## src/rtl/lru_mtx_pkg.sv

```systemverilog
package lru_mtx_pkg;
  localparam int unsigned MIN_FRAMES = 2;
  localparam int unsigned MAX_FRAMES = 8;

  // Row bits are indexed by column; column 0 becomes the most significant bit.
  function automatic logic [MAX_FRAMES-1:0] row_weight(input logic [MAX_FRAMES-1:0] row_bits,
                                                     input int unsigned n);
    logic [MAX_FRAMES-1:0] w;
    w = '0;
    for (int c = 0; c < int'(MAX_FRAMES); c++) begin
      if (c < int'(n)) w[int'(n) - 1 - c] = row_bits[c];
    end
    return w;
  endfunction
endpackage

```

## src/rtl/lru_access_decode.sv

```systemverilog
module lru_access_decode #(
  parameter int unsigned N     = 8,
  parameter int unsigned IDX_W = 4
) (
  input  logic             acc_valid_i,
  input  logic [IDX_W-1:0] acc_idx_i,
  output logic [N-1:0]     hit_oh_o
);
  // Out-of-range indices match no frame and therefore produce no hit.
  for (genvar f = 0; f < N; f++) begin : g_hit
    assign hit_oh_o[f] = acc_valid_i && (acc_idx_i == IDX_W'(f));
  end
endmodule

```

## src/rtl/lru_bit_matrix.sv

```systemverilog
module lru_bit_matrix #(
  parameter int unsigned N = 8
) (
  input  logic                    clk_i,
  input  logic                    rst_ni,
  input  logic [N-1:0]            hit_oh_i,
  output logic [N-1:0][N-1:0]     mtx_o
);
  for (genvar r = 0; r < N; r++) begin : g_row
    for (genvar c = 0; c < N; c++) begin : g_col
      always_ff @(posedge clk_i or negedge rst_ni) begin
        if (!rst_ni)          mtx_o[r][c] <= 1'b0;
        else if (hit_oh_i[c]) mtx_o[r][c] <= 1'b0;  // column clear wins
        else if (hit_oh_i[r]) mtx_o[r][c] <= 1'b1;
      end
    end
  end
endmodule

```

## src/rtl/lru_min_search.sv

```systemverilog
module lru_min_search
  import lru_mtx_pkg::*;
#(
  parameter int unsigned N     = 8,
  parameter int unsigned IDX_W = 4
) (
  input  logic [N-1:0][N-1:0] mtx_i,
  output logic [IDX_W-1:0]    lru_idx_o
);
  logic [N-1:0][MAX_FRAMES-1:0] weight;

  for (genvar r = 0; r < N; r++) begin : g_w
    logic [MAX_FRAMES-1:0] row_ext;
    assign row_ext   = MAX_FRAMES'(mtx_i[r]);
    assign weight[r] = row_weight(row_ext, N);
  end

  always_comb begin
    logic [MAX_FRAMES-1:0] best;
    best      = weight[0];
    lru_idx_o = '0;
    // Strict compare keeps the lower index on ties.
    for (int r = 1; r < int'(N); r++) begin
      if (weight[r] < best) begin
        best      = weight[r];
        lru_idx_o = IDX_W'(r);
      end
    end
  end
endmodule

```

## src/rtl/lru_matrix_tracker.sv

```systemverilog
module lru_matrix_tracker #(
  parameter int unsigned N     = 8,
  parameter int unsigned IDX_W = $clog2(N) + 1
) (
  input  logic             clk_i,
  input  logic             rst_ni,
  input  logic             acc_valid_i,
  input  logic [IDX_W-1:0] acc_idx_i,
  output logic [IDX_W-1:0] lru_idx_o
);
  logic [N-1:0]        hit_oh;
  logic [N-1:0][N-1:0] mtx;
  logic [N*N-1:0]      mtx_flat;

  assign mtx_flat = mtx;

  lru_access_decode #(.N(N), .IDX_W(IDX_W)) i_decode (
    .acc_valid_i (acc_valid_i),
    .acc_idx_i   (acc_idx_i),
    .hit_oh_o    (hit_oh)
  );

  lru_bit_matrix #(.N(N)) i_matrix (
    .clk_i    (clk_i),
    .rst_ni   (rst_ni),
    .hit_oh_i (hit_oh),
    .mtx_o    (mtx)
  );

  lru_min_search #(.N(N), .IDX_W(IDX_W)) i_search (
    .mtx_i     (mtx),
    .lru_idx_o (lru_idx_o)
  );
endmodule

```

## config.mk

```make
export PLATFORM = sky130hd
export DESIGN_NAME = lru_matrix_tracker
export DESIGN_NICKNAME = d
export VERILOG_FILES = /design/src/rtl/lru_mtx_pkg.sv /design/src/rtl/lru_access_decode.sv /design/src/rtl/lru_bit_matrix.sv /design/src/rtl/lru_min_search.sv /design/src/rtl/lru_matrix_tracker.sv
export SDC_FILE = /design/constraint.sdc
export NUM_CORES = 1
export LEC_CHECK = 0
export BUFFER_PORTS_ARGS = -buffer_cell sky130_fd_sc_hd__buf_2
export CELL_PAD_IN_SITES_DETAIL_PLACEMENT = 1
export CELL_PAD_IN_SITES_GLOBAL_PLACEMENT = 1
export CORE_MARGIN = 2
export CORE_UTILIZATION = 48
export DETAILED_ROUTE_END_ITERATION = 8
export PLACE_DENSITY_LB_ADDON = 0.1
export SLEW_MARGIN = 20
export SYNTH_ARGS = -nofsm -noshare
export SYNTH_HDL_FRONTEND = slang
export SYNTH_SLANG_ARGS = --single-unit
```

## constraint.sdc

```tcl
create_clock -name clk_i -period 17.7 [get_ports clk_i]
set_input_delay 2.655 -clock clk_i [delete_from_list [all_inputs] [get_ports clk_i]]
set_output_delay 2.655 -clock clk_i [all_outputs]
set_load 0.01 [all_outputs]
```

==> results.sh, run 1 <==
export IMPL_status="completed"
export IMPL_antenna_found_initial=0
export IMPL_synth_seq_area_share=0.3548
export IMPL_final_cell_mix="nand2_1, dfrtp_1, nor2_1"
export IMPL_grt_pass1_vias=3530
export IMPL_post_route_drc_count=0
export IMPL_ys_seq_elements=56
export IMPL_final_hold_viol_count=0
export IMPL_end_kind="output pin"
export IMPL_critPathBufInv=6
export IMPL_viasPerCell=5.910
export IMPL_synthFlopType="dfrtp_1"
export IMPL_grt_usage=0.2818
export IMPL_rows=33
export IMPL_cts_made_buffers=5
export IMPL_cts_root_buf="clkbuf_8"
export IMPL_routedWlPerCell_um=20.12
export IMPL_synth_distinct_cells=59
export IMPL_worstPathRequired_ns=15.05
export IMPL_reg_top3="i_matrix.mtx_o (56)"
export IMPL_yosysWarnings=0
export IMPL_worst_setup_path_type="reg -> out"
export IMPL_ant_nets=0
export IMPL_crit_slowest_cell="a21oi_2"
export IMPL_syn_area_per_cell_um2=8.351
export IMPL_grt_max_degree=57
export IMPL_tritoncts="built"
export IMPL_antenna_diode_count=0
export IMPL_vias=3428
export IMPL_syn_area_mm2=0.003950
export IMPL_nets=520
export IMPL_timing_fmax_mhz=61.73
export IMPL_hold_buffers=0
export IMPL_layout_min_cycle_time_ns=16.20
export IMPL_syn2layout_area_growth_pct=5.543
export IMPL_drive_above_1_share=0.08211
export IMPL_final_common_cell="nand2_1"
export IMPL_slowest_delay_ns=0.59
export IMPL_synth_nets=519
export IMPL_wl_um=11670
export IMPL_die_y_um=94.72
export IMPL_fin_crit_sh=0.9152
export IMPL_die_w_um=94.72
export IMPL_worstPathMaxFanout=18
export IMPL_clkTransAtPathRegs_ns=0.11
export IMPL_worstPathArrival_ns=13.54
export IMPL_rsz0062_at_grt="false"
export IMPL_grt_pass1_wl_um=19000
export IMPL_setup_violations=0
export IMPL_syn_instance_count=473
export IMPL_gp_congestion=0.8779
export IMPL_cts_sinks=56
export IMPL_worst_path_dominant_cell_family="compound AO/OA/AOI/OAI gates"
export IMPL_core_area_mm2=0.008093
export IMPL_insertion_delay_ns=0.32
export IMPL_largest_register_ffs=56
export IMPL_htreeDepth=2
export IMPL_initial_core_util=0.4881
export IMPL_synth_edf_count=0
export IMPL_drtIter0Drc=173
export IMPL_slew_headroom=0.3370
export IMPL_drv_cap=0
export IMPL_clk_path_buf_depth=2
export IMPL_cp_start_kind="flip-flop"
export IMPL_fin_setup_tns_ns=0
export IMPL_async_flop_share=1.000
export IMPL_n_fill_cell=1028
export IMPL_postCtsSetupRepairBufs=0
export IMPL_finalMaxSlewViolations=0
export IMPL_overflow=0
export IMPL_skew_ns=0
export IMPL_dp_hpwl_um=8914
export IMPL_holdCritPathClass="reg -> reg"
export IMPL_port_buffers=9
export IMPL_die_area_mm2=0.008971
export IMPL_first_pass_iters=4
export IMPL_regMostFlops="i_matrix.mtx_o"
export IMPL_tightestPinTransition_ns=0.9854
export IMPL_pin_count=11
-- worst paths after layout --
check / start / slack (ns) / endpoint / cells past startpoint
max in group asynchronous: rst_ni / 14.74 / i_matrix.mtx_o[39]$_DFFE_PN0P_ / 2
worst min register to register: i_matrix.mtx_o[60]$_DFFE_PN0P_ / 0.51 / i_matrix.mtx_o[60]$_DFFE_PN0P_ / 2
worst max register to register: i_matrix.mtx_o[2]$_DFFE_PN0P_ / 16.84 / i_matrix.mtx_o[2]$_DFFE_PN0P_ / 2
worst max-delay path: i_matrix.mtx_o[2]$_DFFE_PN0P_ / 1.50 / lru_idx_o[2] / 57
worst min-delay path: i_matrix.mtx_o[60]$_DFFE_PN0P_ / 0.51 / i_matrix.mtx_o[60]$_DFFE_PN0P_ / 2
min in group asynchronous: rst_ni / 2.45 / i_matrix.mtx_o[28]$_DFFE_PN0P_ / 2
-- per-layer routing --
metal  vias up  GRT usage  routed length [um]
li1       1642          -                   -
met1      1696     0.4152                5587
met2        76     0.4332                5218
met3        14    0.04948                 706
met4         0    0.06159                 155
met5         -          0                   0
-- final cells by class --
class,instances,area [um2],share of cell area
clock buffers,6,72.57,0.01741
clock inverters,2,17.52,0.004202
inverters,45,168.9,0.04052
multi-input cells,355,2317,0.5558
flip-flops and latches,56,1401,0.3361
well taps,105,131.4,0.03151
repair buffers,11,60.06,0.01441
-- cell usage after synthesis, types with 2 or more instances --
library cell / count / area (um2)
and3_1: 6 / 37.54
mux2i_1: 6 / 60.06
nand3_1: 7 / 35.03
nand4_1: 11 / 68.82
a21o_1: 12 / 90.09
or3_1: 2 / 12.51
conb_1: 2 / 7.510
maj3_1: 2 / 20.02
o21ai_1: 5 / 25.02
a21oi_2: 2 / 17.52
o211ai_1: 4 / 30.03
o21a_1: 6 / 45.04
nor2_1: 48 / 180.2
a211o_1: 3 / 26.28
mux2_1: 3 / 33.78
and2_1: 3 / 18.77
dfrtp_1: 56 / 1401
nor4_1: 2 / 12.51
inv_1: 44 / 165.2
nor3_1: 5 / 25.02
a21oi_1: 34 / 170.2
mux2_2: 5 / 56.30
a2111oi_0: 2 / 17.52
a211oi_1: 4 / 30.03
a21boi_1: 2 / 15.01
nand4b_1: 2 / 17.52
nand2_1: 65 / 244.0
nor2b_1: 5 / 31.28
nand2b_1: 6 / 37.54
buf_4: 3 / 22.52
clkbuf_1: 13 / 48.80
or2_1: 2 / 12.51
nand3b_1: 4 / 30.03
ha_1: 39 / 488.0
o21ai_0: 34 / 170.2
-- through the flow --
stage / std cells / hold WS, ns / utilization / setup WS, ns / area [um2]
after floorplan: 473 / 0.4536 / - / 3.782 / 3950
after global placement: 572 / 0.4762 / 0.5023 / 2.019 / 4065
after detailed placement: 572 / 0.4886 / 0.5023 / 1.519 / 4065
after CTS: 580 / 0.5184 / 0.5135 / 1.121 / 4155
after global routing: 580 / 0.5323 / 0.5152 / 0.1720 / 4169
final: 580 / 0.5141 / 0.5152 / 1.500 / 4169
-- timing repair --
item                                    4_1_cts  5_1_grt
endpoints found under the setup margin        0        3
resized for setup                             0        2
endpoints found under the hold margin         0        0
-- worst register-to-register path, delay by kind of cell, from the launching register on --
family / cells / cell delay (ns)
AO/OA/AOI/OAI: 1 / 0.11
buffers and inverters: 1 / 0.17
flip-flops: 1 / 0.44
-- kinds of logic (layout without fill, tap and decap cells) --
family                     Yosys count  after routing  share of synthesized area
and+or+nand+nor                    174            174                     0.2078
AOI/OAI and AO/OA                  122            122                     0.2011
buffers and inverters               62             64                    0.06208
DFF                                 56             56                     0.3548
adders and majority gates           41             41                     0.1286
muxes                               15             15                    0.04149
other                                2              2                   0.001901
xor gates and xnor gates             1              1                   0.002218
Power of run 1 is left out: the tool's default activity adds up to more than one toggle a clock period on the data nets, which glitch-free logic cannot reach.
==> run 2: changes to the inputs <==
--- a/config.mk
+++ b/config.mk
@@ -5,14 +5,17 @@
 export SDC_FILE = /design/constraint.sdc
 export NUM_CORES = 1
 export LEC_CHECK = 0
+export ABC_AREA = 1
 export BUFFER_PORTS_ARGS = -buffer_cell sky130_fd_sc_hd__buf_2
 export CELL_PAD_IN_SITES_DETAIL_PLACEMENT = 1
 export CELL_PAD_IN_SITES_GLOBAL_PLACEMENT = 1
 export CORE_MARGIN = 2
-export CORE_UTILIZATION = 48
+export CORE_UTILIZATION = 47
 export DETAILED_ROUTE_END_ITERATION = 8
 export PLACE_DENSITY_LB_ADDON = 0.1
+export RECOVER_POWER = 50
 export SLEW_MARGIN = 20
 export SYNTH_ARGS = -nofsm -noshare
 export SYNTH_HDL_FRONTEND = slang
 export SYNTH_SLANG_ARGS = --single-unit
+export TNS_END_PERCENT = 1
==> run 2 against run 1 <==
Flip-flop and latch count is the same. Synthesized area is 8.7% lower. Worst hold slack improved by 0.0066 ns. Critical path type unchanged. Largest cell class unchanged. Cell area decreased by 7.8%. The run now ends with capacitance limit, slew limit left. First-iteration DRC count shrank 34%. Critical endpoint is now lru_idx_o[0]. Utilization increased by 0.90 points. Fmax rose by 32%. Sequential share of layout area up 2.9 points. Clock skew unchanged. Routed wire length is 16% lower.
==> results.sh, run 2 <==
export IMPL_status="complete, but fails checks"
export IMPL_violations="capacitance limit, slew limit"
export IMPL_hold_buffers=0
export IMPL_grt_pass1_vias=3300
export IMPL_core_area_mm2=0.007331
export IMPL_final_hold_viol_count=0
export IMPL_reg_top3="i_matrix.mtx_o (56)"
export IMPL_die_area_mm2=0.008386
export IMPL_min_from="i_matrix.mtx_o[57]$_DFFE_PN0P_"
export IMPL_power_mw=0.8066
export IMPL_grt_pass1_wl_um=16450
export IMPL_n_fill_cell=973
export IMPL_grt_max_degree=57
export IMPL_htreeDepth=2
export IMPL_cp_start_kind="flip-flop"
export IMPL_syn_area_mm2=0.003605
export IMPL_worst_setup_path_type="reg -> out"
export IMPL_post_route_drc_count=0
export IMPL_initial_core_util=0.4917
export IMPL_holdCritPathClass="reg -> reg"
export IMPL_synth_nets=525
export IMPL_first_pass_iters=4
export IMPL_overflow=0
export IMPL_synth_top_area_share=0.3888
export IMPL_power_leakage_nw=2.033
export IMPL_viasPerCell=5.217
export IMPL_cts_made_buffers=5
export IMPL_dp_hpwl_um=7642
export IMPL_worstPathArrival_ns=9.59
export IMPL_die_w_um=91.58
export IMPL_vias=3078
export IMPL_skew_ns=0
export IMPL_yosysMostFrequentCell="nand2_1"
export IMPL_nets=536
export IMPL_gp_congestion=0.9163
export IMPL_final_common_cell="nand2_1"
export IMPL_tritoncts="built"
export IMPL_slowest_delay_ns=0.44
export IMPL_synth_seq_area_share=0.3888
export IMPL_port_buffers=9
export IMPL_synth_edf_count=0
export IMPL_setup_violations=0
export IMPL_r2r_start="i_matrix.mtx_o[23]$_DFFE_PN0P_"
export IMPL_async_flop_share=1.000
export IMPL_crit_slowest_cell="a211oi_1"
export IMPL_syn_area_per_cell_um2=7.525
export IMPL_worstPathRequired_ns=15.05
export IMPL_final_cell_mix="nand2_1, nor2_1, dfrtp_1"
export IMPL_clkTransAtPathRegs_ns=0.11
export IMPL_drtIter0Drc=115
export IMPL_ys_seq_elements=56
export IMPL_antenna_found_initial=0
export IMPL_yosysWarnings=0
export IMPL_wl_um=9845
export IMPL_grt_usage=0.2526
export IMPL_syn_instance_count=479
export IMPL_antenna_diode_count=0
export IMPL_finalMaxSlewViolations=57
export IMPL_cts_resized_gates=0
export IMPL_timing_fmax_mhz=81.68
export IMPL_vdd_drop_max_mv=0.07603
export IMPL_synthTopCellsByArea="dfrtp_1, nand2_1, ha_1, nor2_1, inv_1"
export IMPL_rows=31
export IMPL_tightestPinTransition_ns=3.172
export IMPL_crit_start="i_matrix.mtx_o[2]$_DFFE_PN0P_"
export IMPL_insertion_delay_ns=0.31
export IMPL_whs_ns=0.5207
export IMPL_routedWlPerCell_um=16.69
export IMPL_postCtsSetupRepairBufs=0
export IMPL_rsz0062_at_grt="false"
export IMPL_synth_distinct_cells=30
export IMPL_yosys_top_cells_count="nand2_1, nor2_1, dfrtp_1, inv_1, ha_1"
export IMPL_fin_crit_sh=0.6917
export IMPL_largest_register_ffs=56
export IMPL_crit_top_cell="ha_1"
export IMPL_cts_sinks=56
export IMPL_end_kind="output pin"
export IMPL_cts_root_buf="clkbuf_8"
export IMPL_syn2layout_area_growth_pct=6.595
export IMPL_slew_headroom=-1.115
export IMPL_synthFlopType="dfrtp_1"
export IMPL_clk_path_buf_depth=2
export IMPL_synth_area_leader_cell="dfrtp_1"
export IMPL_layout_min_cycle_time_ns=12.24
export IMPL_fin_setup_tns_ns=0
export IMPL_drv_cap=1
export IMPL_pin_count=11
export IMPL_worstPathMaxFanout=16
export IMPL_regMostFlops="i_matrix.mtx_o"
export IMPL_drive_above_1_share=0.1120
export IMPL_cellPowerDensity_mw_per_mm2=209.9
export IMPL_die_y_um=91.58
export IMPL_ant_nets=0
[run 2: worst max-delay path, delay by kind of cell (launching register included)]
| family | cells | cell delay [ns] |
|---|---|---|
| AND/OR/NAND/NOR | 17 | 2.16 |
| buffers and inverters | 4 | 0.29 |
| adder cells (fa/ha/maj) | 7 | 2.15 |
| AO/OA/AOI/OAI | 18 | 4.31 |
| flip-flops | 1 | 0.36 |
[run 2: final cells by class]
cell class,instances,area [um2],area share
repair buffers,13,67.56,0.01758
well taps,99,123.9,0.03224
flip-flops and latches,56,1401,0.3647
clock inverters,2,15.01,0.003908
clock buffers,6,82.58,0.02149
multi-input cells,361,1953,0.5083
inverters,53,198.9,0.05177
[run 2: kinds of logic after synthesis]
| family | synth area share |
|---|---|
| AND/OR/NAND/NOR | 0.3020 |
| AO/OA/AOI/OAI | 0.1017 |
| other | 0.002083 |
| buffers and inverters | 0.07011 |
| adder cells (fa/ha/maj) | 0.1354 |
| flip-flops | 0.3888 |
[run 2: metrics by stage]
step | utilization | instance area, um2 | cells | worst slack [ns]
2_1_floorplan | - | 3605 | 479 | 6.993
3_3_place_gp | 0.5115 | 3750 | 582 | 6.376
3_5_place_dp | 0.5115 | 3750 | 582 | 5.996
4_1_cts | 0.5248 | 3847 | 590 | 5.467
5_1_grt | 0.5242 | 3842 | 590 | 4.572
6_report | 0.5242 | 3842 | 590 | 5.457
[run 2: worst paths after layout]
check,endpoint,cells past startpoint,slack [ns]
worst max-delay path,lru_idx_o[0],46,5.46
min in group asynchronous,i_matrix.mtx_o[5]$_DFFE_PN0P_,2,3.46
worst max register to register,i_matrix.mtx_o[23]$_DFFE_PN0P_,2,16.95
worst min register to register,i_matrix.mtx_o[57]$_DFFE_PN0P_,2,0.52
worst min-delay path,i_matrix.mtx_o[57]$_DFFE_PN0P_,2,0.52
max in group asynchronous,i_matrix.mtx_o[11]$_DFFE_PN0P_,2,12.43
[run 2: where the power goes]
| group | internal (mW) | total (mW) | switching (mW) |
|---|---|---|---|
| logic | 0.195 | 0.552 | 0.357 |
| clock network | 0.0318 | 0.0761 | 0.0443 |
| registers | 0.156 | 0.178 | 0.0226 |
| total | 0.383 | 0.807 | 0.424 |
[run 2: metal layers]
metal,wire length [um],part of all wire,track usage
met1,4314,0.44,0.3118
met2,4959,0.50,0.4510
met3,256,0.026,0.02490
met4,314,0.032,0.09848
met5,0,0,0
(Power assumes the default switching activity.)
==> run 3: changes to the inputs <==
--- a/config.mk
+++ b/config.mk
@@ -5,12 +5,12 @@
 export SDC_FILE = /design/constraint.sdc
 export NUM_CORES = 1
 export LEC_CHECK = 0
-export ABC_AREA = 1
+export ABC_AREA = 0
 export BUFFER_PORTS_ARGS = -buffer_cell sky130_fd_sc_hd__buf_2
 export CELL_PAD_IN_SITES_DETAIL_PLACEMENT = 1
 export CELL_PAD_IN_SITES_GLOBAL_PLACEMENT = 1
 export CORE_MARGIN = 2
-export CORE_UTILIZATION = 47
+export CORE_UTILIZATION = 43
 export DETAILED_ROUTE_END_ITERATION = 8
 export PLACE_DENSITY_LB_ADDON = 0.1
 export RECOVER_POWER = 50
==> constraint.sdc (replaced) <==
create_clock -name clk_i -period 10.4 [get_ports clk_i]
set_input_delay 1.56 -clock clk_i [delete_from_list [all_inputs] [get_ports clk_i]]
set_output_delay 1.56 -clock clk_i [all_outputs]
set_load 0.01 [all_outputs]
==> run 3 against run 2 <==
The flow finishes with violations (capacitance limit, slew limit, setup timing). Register-to-register slack got worse by 7.5 ns. Critical path depth rose by 19. Cell area rose by 47%. Count of clock-buffer cells in the layout did not move. Cell count rose by 23%. Via count rose by 38%. Global-route usage rose by 6.8 points. Non-clock buffer count rose by 137. Sequential share of layout area fell by 12 points. Clock skew did not move. Routed wire length rose by 68%. Critical path type unchanged.
==> results.sh, run 3 (synthesis results as in run 1) <==
export IMPL_grt_usage=0.3202
export IMPL_drtIter0Drc=219
export IMPL_end_kind="output pin"
export IMPL_nets=660
export IMPL_die_y_um=99.85
export IMPL_drive_above_1_share=0.3935
export IMPL_holdCritPathClass="reg -> reg"
export IMPL_post_route_worst_setup_slack_ns=-2.454
export IMPL_ant_nets=0
export IMPL_cts_root_buf="clkbuf_8"
export IMPL_initial_core_util=0.4486
export IMPL_clk_path_buf_depth=2
export IMPL_gp_congestion=0.9427
export IMPL_regMostFlops="i_matrix.mtx_o"
export IMPL_finalMaxSlewViolations=57
export IMPL_antenna_diode_count=0
export IMPL_post_route_drc_count=0
export IMPL_rows=34
export IMPL_layout_min_cycle_time_ns=12.85
export IMPL_insertion_delay_ns=0.31
export IMPL_final_common_cell="buf_4"
export IMPL_drv_cap=1
export IMPL_worstPathArrival_ns=11.29
export IMPL_crit_top_cell="buf_4"
export IMPL_syn2layout_area_growth_pct=43.46
export IMPL_port_buffers=9
export IMPL_critPathBufInv=21
export IMPL_grt_max_degree=57
export IMPL_die_w_um=99.85
export IMPL_violations="capacitance limit, slew limit, setup timing"
export IMPL_largest_register_ffs=56
export IMPL_grt_pass1_vias=4502
export IMPL_slew_headroom=-1.126
export IMPL_worst_setup_path_type="reg -> out"
export IMPL_wl_um=16590
export IMPL_core_area_mm2=0.008806
export IMPL_pin_count=11
export IMPL_htreeDepth=2
export IMPL_overflow=0
export IMPL_status="complete, but fails checks"
export IMPL_antenna_found_initial=0
export IMPL_final_cell_mix="buf_4, nand2_1, dfrtp_1"
export IMPL_crit_slowest_cell="dfrtp_1"
export IMPL_tightestPinTransition_ns=3.189
export IMPL_fin_crit_sh=1.236
export IMPL_rsz0062_at_grt="true"
export IMPL_final_hold_viol_count=0
export IMPL_skew_ns=0
export IMPL_tritoncts="built"
export IMPL_vias=4249
export IMPL_slowest_delay_ns=0.41
export IMPL_worst_path_dominant_cell_family="compound AO/OA/AOI/OAI gates"
export IMPL_hold_buffers=0
export IMPL_setup_violations=3
export IMPL_viasPerCell=5.877
export IMPL_first_pass_iters=5
export IMPL_cp_start_kind="flip-flop"
export IMPL_cts_sinks=56
export IMPL_whs_ns=0.5257
export IMPL_timing_fmax_mhz=77.80
export IMPL_worstPathMaxFanout=7
export IMPL_cts_made_buffers=5
export IMPL_worstPathRequired_ns=8.84
export IMPL_dp_hpwl_um=10560
export IMPL_routedWlPerCell_um=22.94
export IMPL_die_area_mm2=0.009969
export IMPL_grt_pass1_wl_um=24230
export IMPL_clkTransAtPathRegs_ns=0.11
export IMPL_reg_top3="i_matrix.mtx_o (56)"
==> run 3: changes by cell type in the layout (fill, tap and decap cells not counted), moves of 12 or more <==
cell,before,now
buf_4,2,137
nand2_1,132,61
nor2_1,65,42
nand3_1,21,2
nand2_2,19,5
ha_1,39,27
==> run 3: final cells by class <==
| class | count | area [um2] |
|---|---|---|
| Inverter | 45 | 168.9 |
| Sequential cell | 56 | 1401 |
| Clock inverter | 2 | 38.79 |
| Fill cell | 1038 | 3139 |
| Timing Repair Buffer | 150 | 1117 |
| Tap cell | 108 | 135.1 |
| Multi-Input combinational cell | 356 | 2723 |
| Clock buffer | 6 | 82.58 |
==> run 3: worst min-delay path, delay by kind of cell, from the launching register on <==
kind | cells | cell delay [ns]
flip-flops | 1 | 0.38
AND/OR/NAND/NOR | 2 | 0.12
==> run 3: path summary, 6_finish.rpt <==
path / start / to / slack, ns / cells after the start
worst max-delay path: i_matrix.mtx_o[2]$_DFFE_PN0P_ / lru_idx_o[1] / -2.45 / 65
worst min-delay path: i_matrix.mtx_o[56]$_DFFE_PN0P_ / i_matrix.mtx_o[56]$_DFFE_PN0P_ / 0.53 / 2
worst max register to register: i_matrix.mtx_o[10]$_DFFE_PN0P_ / i_matrix.mtx_o[10]$_DFFE_PN0P_ / 9.40 / 4
worst min register to register: i_matrix.mtx_o[56]$_DFFE_PN0P_ / i_matrix.mtx_o[56]$_DFFE_PN0P_ / 0.53 / 2
max in group asynchronous: rst_ni / i_matrix.mtx_o[23]$_DFFE_PN0P_ / 6.19 / 2
min in group asynchronous: rst_ni / i_matrix.mtx_o[20]$_DFFE_PN0P_ / 2.38 / 2
==> run 3: metrics by stage <==
step,std cells,area [um2],utilization,TNS (ns),setup slack (ns)
floorplan,473,4130,-,-4.006,-1.342
global placement,672,4937,0.5607,-4.499,-1.515
detailed placement,672,4937,0.5607,-5.833,-1.952
CTS,711,5450,0.6189,-5.087,-1.703
global route,723,5667,0.6435,-8.315,-2.791
finish,723,5667,0.6435,-7.310,-2.454
==> run 3: routing by layer <==
layer,part of all wire,wire (um),GRT usage
met5,0,0,0
met4,0.030,504,0.1075
met3,0.031,514,0.04318
met2,0.50,8325,0.5572
met1,0.44,7245,0.4125
==> run 3: what timing repair did <==
action / 4_1_cts / 5_1_grt
setup buffers: 30 / 12
cloned: 1 / 0
gates resized for setup: 38 / 27
endpoints found under the setup margin: 3 / 3
pin swaps: 33 / 23
hold endpoints to repair: 0 / 0
Power of run 3 is left out for the same reason.
